===== src/rtl/la_pkg.sv =====
package la_pkg;

    typedef struct packed {
        logic a_n;
        logic b_n;
    } rail_pair_t;

    typedef enum logic {
        WIN_LOW  = 1'b0,
        WIN_HIGH = 1'b1
    } win_level_t;

    // A mark exists when either active-low rail is pulled down.
    function automatic logic rail_is_mark(rail_pair_t r);
        return !(r.a_n && r.b_n);
    endfunction

endpackage


===== src/rtl/la_space_run.sv =====
module la_space_run #(
    parameter int LOS_RUN = 11
) (
    input  logic clk,
    input  logic rst,
    input  logic mark,
    output logic los
);
    localparam int W = $clog2(LOS_RUN + 1);
    localparam logic [W-1:0] LIMIT = W'(LOS_RUN);

    logic [W-1:0] run_q;
    logic         at_limit;

    assign at_limit = (run_q == LIMIT);

    always_ff @(posedge clk) begin
        if (rst) begin
            run_q <= '0;
            los   <= 1'b0;
        end else begin
            los <= at_limit;
            if (mark)
                run_q <= '0;
            else if (!at_limit)
                run_q <= run_q + 1'b1;
        end
    end
endmodule


===== src/rtl/la_zero_window.sv =====
module la_zero_window
    import la_pkg::*;
#(
    parameter int AIS_MIN = 3
) (
    input  logic clk,
    input  logic rst,
    input  logic nrz_bit,
    input  logic win_n,
    output logic ais
);
    localparam int W = $clog2(AIS_MIN + 1);
    localparam logic [W-1:0] LIMIT = W'(AIS_MIN);

    logic [W-1:0] zero_q;
    win_level_t   prev_q;
    logic         closing;

    assign closing = (win_n == 1'b0) && (prev_q == WIN_HIGH);

    always_ff @(posedge clk) begin
        if (rst) begin
            zero_q <= '0;
            prev_q <= WIN_LOW;
            ais    <= 1'b0;
        end else begin
            prev_q <= win_n ? WIN_HIGH : WIN_LOW;
            if (closing)
                ais <= (zero_q < LIMIT);
            if (!win_n)
                zero_q <= '0;
            else if (!nrz_bit && (zero_q != LIMIT))
                zero_q <= zero_q + 1'b1;
        end
    end
endmodule


===== src/rtl/line_alarm_mon.sv =====
module line_alarm_mon
    import la_pkg::*;
#(
    parameter int LOS_RUN = 11,
    parameter int AIS_MIN = 3
) (
    input  logic clk,
    input  logic rst,
    input  logic rail_a_n,
    input  logic rail_b_n,
    input  logic nrz_bit,
    input  logic win_n,
    output logic los_flag,
    output logic ais_flag
);
    rail_pair_t rails;
    logic       mark;

    assign rails = '{a_n: rail_a_n, b_n: rail_b_n};
    assign mark  = rail_is_mark(rails);

    la_space_run #(.LOS_RUN(LOS_RUN)) run_i (
        .clk  (clk),
        .rst  (rst),
        .mark (mark),
        .los  (los_flag)
    );

    la_zero_window #(.AIS_MIN(AIS_MIN)) win_i (
        .clk     (clk),
        .rst     (rst),
        .nrz_bit (nrz_bit),
        .win_n   (win_n),
        .ais     (ais_flag)
    );
endmodule


===== config.mk =====
export PLATFORM = sky130hd
export DESIGN_NAME = line_alarm_mon
export DESIGN_NICKNAME = d
export VERILOG_FILES = /design/src/rtl/la_pkg.sv /design/src/rtl/la_space_run.sv /design/src/rtl/la_zero_window.sv /design/src/rtl/line_alarm_mon.sv
export SDC_FILE = /design/constraint.sdc
export NUM_CORES = 1
export LEC_CHECK = 0
export CELL_PAD_IN_SITES_DETAIL_PLACEMENT = 0
export CELL_PAD_IN_SITES_GLOBAL_PLACEMENT = 1
export CORE_AREA = 2 2 39 41
export CTS_BUF_LIST = sky130_fd_sc_hd__clkbuf_4 sky130_fd_sc_hd__clkbuf_8
export CTS_CLUSTER_DIAMETER = 60
export CTS_CLUSTER_SIZE = 24
export DETAILED_ROUTE_END_ITERATION = 7
export DIE_AREA = 0 0 41 43
export PLACE_DENSITY_LB_ADDON = 0.1
export SLEW_MARGIN = 40
export SYNTH_ARGS = -nofsm -noshare
export SYNTH_HDL_FRONTEND = slang
export SYNTH_SLANG_ARGS = --single-unit

===== constraint.sdc =====
create_clock -name clk -period 1.53 [get_ports clk]
set_clock_uncertainty 0.1 [all_clocks]
set_input_delay 0.2295 -clock clk [delete_from_list [all_inputs] [get_ports clk]]
set_output_delay 0.2295 -clock clk [all_outputs]
set_load 0.1 [all_outputs]

==> results of run 1 <==
==> worst max-delay path by stage <==
stage / to / slack, ns / depth (start not counted)
final: ais_flag / 0.36 / 1
after global routing: run_i.run_q[2]$_SDFFE_PP0P_ / 0.26 / 4
after CTS: ais_flag / 0.35 / 1
after detailed placement: win_i.zero_q[1]$_SDFFE_PP0P_ / 0.21 / 3
after global placement: win_i.zero_q[1]$_SDFFE_PP0P_ / 0.23 / 3
after floorplan: win_i.ais$_SDFFE_PP0P_ / 0.11 / 2
==> state kept, by name (all words and copies together), names as in the netlist <==
name / cells
run_i.run_q: 4
win_i.prev_q: 1
run_i.los: 1
win_i.zero_q: 2
win_i.ais: 1
==> power groups by stage <==
stage,combinational [W],sequential (W),clock (W)
2_1_floorplan,0.0000146,0.000258,0
3_3_place_gp,0.0000451,0.000250,0
3_5_place_dp,0.0000474,0.000250,0
4_1_cts,0.0000474,0.000245,0.000214
5_1_grt,0.0000501,0.000245,0.000220
6_report,0.0000466,0.000245,0.000202
==> synth_stat cells <==
cell type  n
nand3_1    1
or2b_2     1
inv_1      2
nand3b_4   1
xor2_1     1
and2b_1    1
a211oi_1   1
mux2i_1    1
xnor2_1    2
nand3b_1   1
nand2_1    1
ha_1       2
nor2_1     8
nor3b_1    1
dfxtp_1    9
o21ai_0    1
a21oi_1    2
==> layer usage <==
layer / vias to the layer above / track usage (%) / wire (um)
met3: 0 / 3.14 / 18
met4: 0 / 8.00 / 0
met5: - / 0 / 0
met1: 129 / 8.14 / 253
li1: 142 / - / -
met2: 3 / 15.9 / 385
==> cell type report <==
class | instances | area, sq um
multi-input combinational | 25 | 174
tap | 16 | 20.0
inverter | 2 | 7.51
fill | 145 | 882
sequential | 9 | 180
clock buffer | 4 | 30.0
timing repair buffer | 7 | 90.1
==> cells in the final DEF (no fill, tap or decap), drive strengths merged <==
cell | netlist | layout
mux2i | 1 | 1
o21ai | 1 | 1
a21oi | 2 | 2
a211oi | 1 | 1
nor3b | 1 | 1
clkdlybuf4s50 | 0 | 5
xor2 | 1 | 1
nand2 | 1 | 1
nand3b | 2 | 2
nor2 | 8 | 8
or2b | 1 | 1
nand3 | 1 | 1
dfxtp | 9 | 9
and2b | 1 | 1
xnor2 | 2 | 2
clkbuf | 0 | 4
ha | 2 | 2
inv | 2 | 2
buf | 0 | 2
==> logic make-up (layout without fill, tap and decap cells) <==
logic type	count (synthesis)	in the layout
buffers and inverters	2	13
XOR/XNOR	3	3
AO/OA/AOI/OAI	4	4
flip-flops	9	9
AND/OR/NAND/NOR	15	15
adder cells (fa/ha/maj)	2	2
multiplexers	1	1
==> tightest hold or removal path, delay by kind of cell (launching register included) <==
| kind | cells | cell delay, ns |
|---|---|---|
| flops | 1 | 0.31 |
| compound gates | 2 | 0.15 |
==> through the flow <==
stage | utilization [%] | instances | hold WS [ns]
global route | 36.3 | 63 | 0.438
CTS | 36.3 | 63 | 0.401
global placement | 34.1 | 59 | 0.361
finish | 36.3 | 63 | 0.397
detailed placement | 34.1 | 59 | 0.392
floorplan | - | 36 | 0.202
==> flow_metrics.py, run 1 <==
metrics = {
    "sta": {
        "post-route-min-period_ns": 1.17,
        "final_hold_viol_count": 0,
        "final.setup.worst_slack_ns": 0.358,
        "timing.final.crit_share_pct": 76.6,
        "setup_tns_ns": 0,
        "slew_headroom_pct": 87.7,
        "timing_worst_slew_pin_value_ns": 0.184,
        "finalSetupViolCount": 0,
        "rsz0062_at_grt": "false",
        "drv_slew": 0,
        "fmax_mhz": 853,
    },
    "clocking": {
        "clk_path_buf_depth": 2,
        "cts_root_buffer": "clkbuf_4",
        "cts-resized-gates": 0,
        "post_cts_buffers": 0,
        "cts_hold_buf": 0,
        "cts.reportedPaths.clkPinSlew_ns": 0.06,
        "cts.sinks": 9,
        "cts_tree": "done",
        "numCtsBuffers": 3,
        "clkLatencyLatePin_ns": 0.26,
        "cts_htree_levels": 1,
    },
    "power_and_ir_drop": {
        "p_total_w": 0.000493,
        "p_leak_nw": 0.244,
        "p_seq_share_pct": 49.6,
        "power.switching_w": 0.000110,
        "p_comb_share_pct": 9.4,
        "clockPowerShare_pct": 41.0,
        "p_int_w": 0.000384,
        "power_density_nw_per_um2": 984,
        "ir_worst_vdd_mv": 0.335,
        "switching_share_pct": 22.3,
    },
    "worst_setup_path": {
        "path_max_fanout": 2,
        "cp.required_ns": 1.20,
        "path_buf_inv": 1,
        "crit_slowest_cell": "dfxtp_1",
        "path_cells": "buf_12",
        "rr_worst_depth": 4,
        "r2r_setup_slack_ns": 0.40,
        "path_class": "reg2out",
        "cp-end-kind": "primary output",
        "arrival_ns": 0.84,
        "cp_top_family": "flip-flops",
        "cp-start-kind": "register",
        "cp-startpoint": "win_i.ais$_SDFFE_PP0P_",
        "r2r-start": "run_i.run_q[0]$_SDFFE_PP0P_",
        "timing.rr.end": "run_i.run_q[1]$_SDFFE_PP0P_",
        "critPathMaxStageDelay_ns": 0.39,
    },
    "logic_synthesis": {
        "synth_top_family_by_area": "simple AND/OR/NAND/NOR gates",
        "ys_types": 17,
        "ys_ff_latch": 9,
        "synthAdderAreaFrac_pct": 6.92,
        "netlist_area_sq_um": 362,
        "yosysTopAreaCell": "dfxtp_1",
        "muxShareOfSynthArea_pct": 2.77,
        "yosys_warnings": 0,
        "syn-num-nets": 44,
        "synth-simple-area-share_pct": 24.9,
        "syn_inst": 36,
        "synth_compound_area_share_pct": 6.23,
        "yosysTopAreaCellShare_pct": 49.8,
        "yosysSeqAreaShare_pct": 49.8,
        "synth-xor-area-share_pct": 7.27,
        "syn_avg_cell_area_sq_um": 10.0,
        "netlist_top_cells_area": "dfxtp_1 (50%), nor2_1 (8.3%), ha_1 (6.9%)",
    },
    "die": {
        "coreArea_sq_um": 1380,
        "fp.dieW_um": 41,
        "start_util_pct": 26.1,
        "io_pins": 8,
        "placementRows": 14,
        "die_h_um": 43,
        "dieArea_sq_um": 1760,
    },
    "grt": {
        "grt_pass1_vias": 293,
        "overflow": 0,
        "grt_max_degree": 6,
        "grtUsageTotal_pct": 9.48,
        "grt_pass1_wl_um": 1060,
        "antenna_found_initial": 0,
    },
    "drt": {
        "wl_per_cell_um": 10.4,
        "drt-total-wl_um": 656,
        "remaining_drc_errors": 0,
        "drt_pass1_iterations": 4,
        "num_vias": 274,
        "dr.first_iter.drc_count": 6,
        "viasPerCell": 4.35,
        "ant_nets": 0,
    },
    "min_path": {
        "whs_endpoint": "win_i.zero_q[1]$_SDFFE_PP0P_",
        "hp-class": "reg2reg",
        "hold_path_depth": 2,
        "hold_start": "win_i.zero_q[1]$_SDFFE_PP0P_",
    },
    "run": {
        "drv_cap": 0,
    },
    "final_layout": {
        "fin_nets": 56,
        "final_layout_size_suffix_gt1_share_pct": 17.0,
        "n_antenna_cell": 0,
        "finish.instance_area_sq_um": 502,
        "areaGrowthSynthToFinish_pct": 38.8,
    },
    "outcome": {
        "outcome": "completed",
    },
    "placed_design": {
        "place_congestion": 0.532,
        "numPortBuffers": 7,
        "dp_slack_ns": 0.208,
        "dpl_cell_area_sq_um": 472,
    },
}
Power figures use the tool's default switching activity.
==> inputs of run 2 (changes only) <==
==> constraint.sdc (replaced) <==
create_clock -name clk -period 1.01 [get_ports clk]
set_clock_uncertainty 0.1 [all_clocks]
set_input_delay 0.1515 -clock clk [delete_from_list [all_inputs] [get_ports clk]]
set_output_delay 0.1515 -clock clk [all_outputs]
set_load 0.1 [all_outputs]
==> flow_metrics.py, run 2 (synthesis gave the netlist of run 1 again) <==
metrics = {
    "final_layout": {
        "largest-register": "run_i.run_q",
        "areaGrowthSynthToFinish_pct": 63.3,
        "fin_cells": 67,
        "finish.instance_area_sq_um": 591,
        "final_layout_size_suffix_gt1_share_pct": 49.0,
        "final_cell_mix": "nor2_1 (6), dfxtp_2 (6), clkdlybuf4s50_1 (5), clkbuf_4 (4), buf_4 (4)",
        "fin_nets": 60,
        "n_antenna_cell": 0,
        "largest_register_ff_count": 4,
        "reg_top3": "run_i.run_q: 4 flops, win_i.zero_q: 2 flops",
    },
    "outcome": {
        "outcome": "complete, but fails checks",
        "violations": "negative setup slack",
    },
    "power_and_ir_drop": {
        "power.switching_w": 0.000173,
        "ir_worst_vdd_mv": 0.532,
        "power_density_nw_per_um2": 1300,
        "p_seq_share_pct": 48.7,
        "clockPowerShare_pct": 39.8,
        "p_int_w": 0.000593,
        "switching_share_pct": 22.6,
        "p_comb_share_pct": 11.5,
        "p_leak_nw": 0.268,
    },
    "grt": {
        "antenna_found_initial": 0,
        "grt_pass1_vias": 284,
        "overflow": 0,
        "grt_pass1_wl_um": 1100,
        "grtUsageTotal_pct": 9.76,
        "grt_max_degree": 6,
    },
    "run": {
        "drv_cap": 0,
    },
    "min_path": {
        "hold_path_depth": 2,
        "hp-class": "in2reg",
    },
    "drt": {
        "viasPerCell": 4.33,
        "remaining_drc_errors": 0,
        "drt_pass1_iterations": 2,
        "dr.first_iter.drc_count": 1,
        "ant_nets": 0,
        "wl_per_cell_um": 10.3,
        "num_vias": 290,
        "drt-total-wl_um": 693,
    },
    "clocking": {
        "cts_tree": "done",
        "cts_htree_levels": 1,
        "cts.sinks": 9,
        "cts.reportedPaths.clkPinSlew_ns": 0.07,
        "clk_path_buf_depth": 2,
        "cts_hold_buf": 0,
        "cts_root_buffer": "clkbuf_4",
        "clkLatencyLatePin_ns": 0.26,
        "numCtsBuffers": 3,
    },
    "worst_setup_path": {
        "path_buf_inv": 1,
        "critPathMaxStageDelay_ns": 0.35,
        "arrival_ns": 0.79,
        "path_cells": "buf_12",
        "cp-start-kind": "register",
        "cp.required_ns": 0.76,
        "cp-end-kind": "primary output",
        "cp_top_family": "flip-flops",
        "crit_slowest_cell": "dfxtp_2",
        "path_class": "reg2out",
        "rr_worst_depth": 4,
        "path_max_fanout": 2,
        "worstSetupPathDepth": 1,
    },
    "die": {
        "dieArea_sq_um": 1760,
        "die_h_um": 43,
        "fp.dieW_um": 41,
        "start_util_pct": 26.1,
        "coreArea_sq_um": 1380,
        "io_pins": 8,
        "placementRows": 14,
    },
    "sta": {
        "final.setup.worst_slack_ns": -0.0304,
        "final_hold_viol_count": 0,
        "timing_worst_slew_pin_value_ns": 0.201,
        "slew_headroom_pct": 86.6,
        "timing.final.crit_share_pct": 103,
        "rsz0062_at_grt": "true",
        "post-route-min-period_ns": 1.04,
        "fmax_mhz": 961,
        "drv_slew": 0,
        "finalSetupViolCount": 4,
    },
    "placed_design": {
        "hpwlAfterDp_um": 558,
        "dpl_cell_area_sq_um": 522,
        "numPortBuffers": 7,
        "dp_slack_ns": -0.241,
        "place_congestion": 0.583,
        "dp.cells": 63,
    },
}
## run 2: changes by cell type in the layout (fill, tap and decap cells not counted), sizes merged
cell / before / now
buf: 2 / 6
## run 2: final timing paths
| kind | start | end | slack (ns) |
|---|---|---|---|
| worst max-delay path | win_i.ais$_SDFFE_PP0P_ | ais_flag | -0.03 |
| worst min-delay path | rst | run_i.los$_SDFF_PP0_ | 0.41 |
| worst max register to register | run_i.run_q[1]$_SDFFE_PP0P_ | run_i.run_q[1]$_SDFFE_PP0P_ | -0.02 |
| worst min register to register | win_i.ais$_SDFFE_PP0P_ | win_i.ais$_SDFFE_PP0P_ | 0.43 |
## run 2: repair_timing
action | in CTS | in global routing
pin swaps | 2 | 3
endpoints found under the hold margin | 0 | 0
endpoints found under the setup margin | 6 | 9
gates resized for setup | 2 | 8
setup buffers | 0 | 0
## run 2: final cells by class
cell class / count / area (sq um)
Multi-Input combinational cell: 25 / 225
Tap cell: 16 / 20.0
Sequential cell: 9 / 188
Timing Repair Buffer: 11 / 120
Clock buffer: 4 / 30.0
Fill cell: 136 / 793
Inverter: 2 / 7.51
## run 2: per-layer routing
| metal | vias up | part of all wire, % | track usage, % |
|---|---|---|---|
| met5 | - | 0 | 0 |
| li1 | 151 | - | - |
| met3 | 2 | 2.9 | 3.14 |
| met2 | 3 | 60 | 15.3 |
| met4 | 0 | 1.3 | 8.00 |
| met1 | 134 | 36 | 9.71 |
## run 2: power by group through the flow
stage               Clock (W)  Sequential [W]  Combinational [W]
detailed placement          0        0.000379          0.0000803
CTS                  0.000317        0.000371          0.0000816
global placement            0        0.000379          0.0000766
global route         0.000335        0.000373          0.0000952
floorplan                   0        0.000393          0.0000232
finish               0.000305        0.000373          0.0000879
## run 2: metrics by stage
stage	total power (W)	TNS [ns]	hold WS, ns	utilization (%)
2_1_floorplan	0.000416	-0.104	0.116	-
3_3_place_gp	0.000455	-1.28	0.361	37.7
3_5_place_dp	0.000459	-1.54	0.397	37.7
4_1_cts	0.000770	-0.132	0.407	40.4
5_1_grt	0.000804	-0.305	0.446	42.7
6_report	0.000766	-0.0717	0.409	42.7
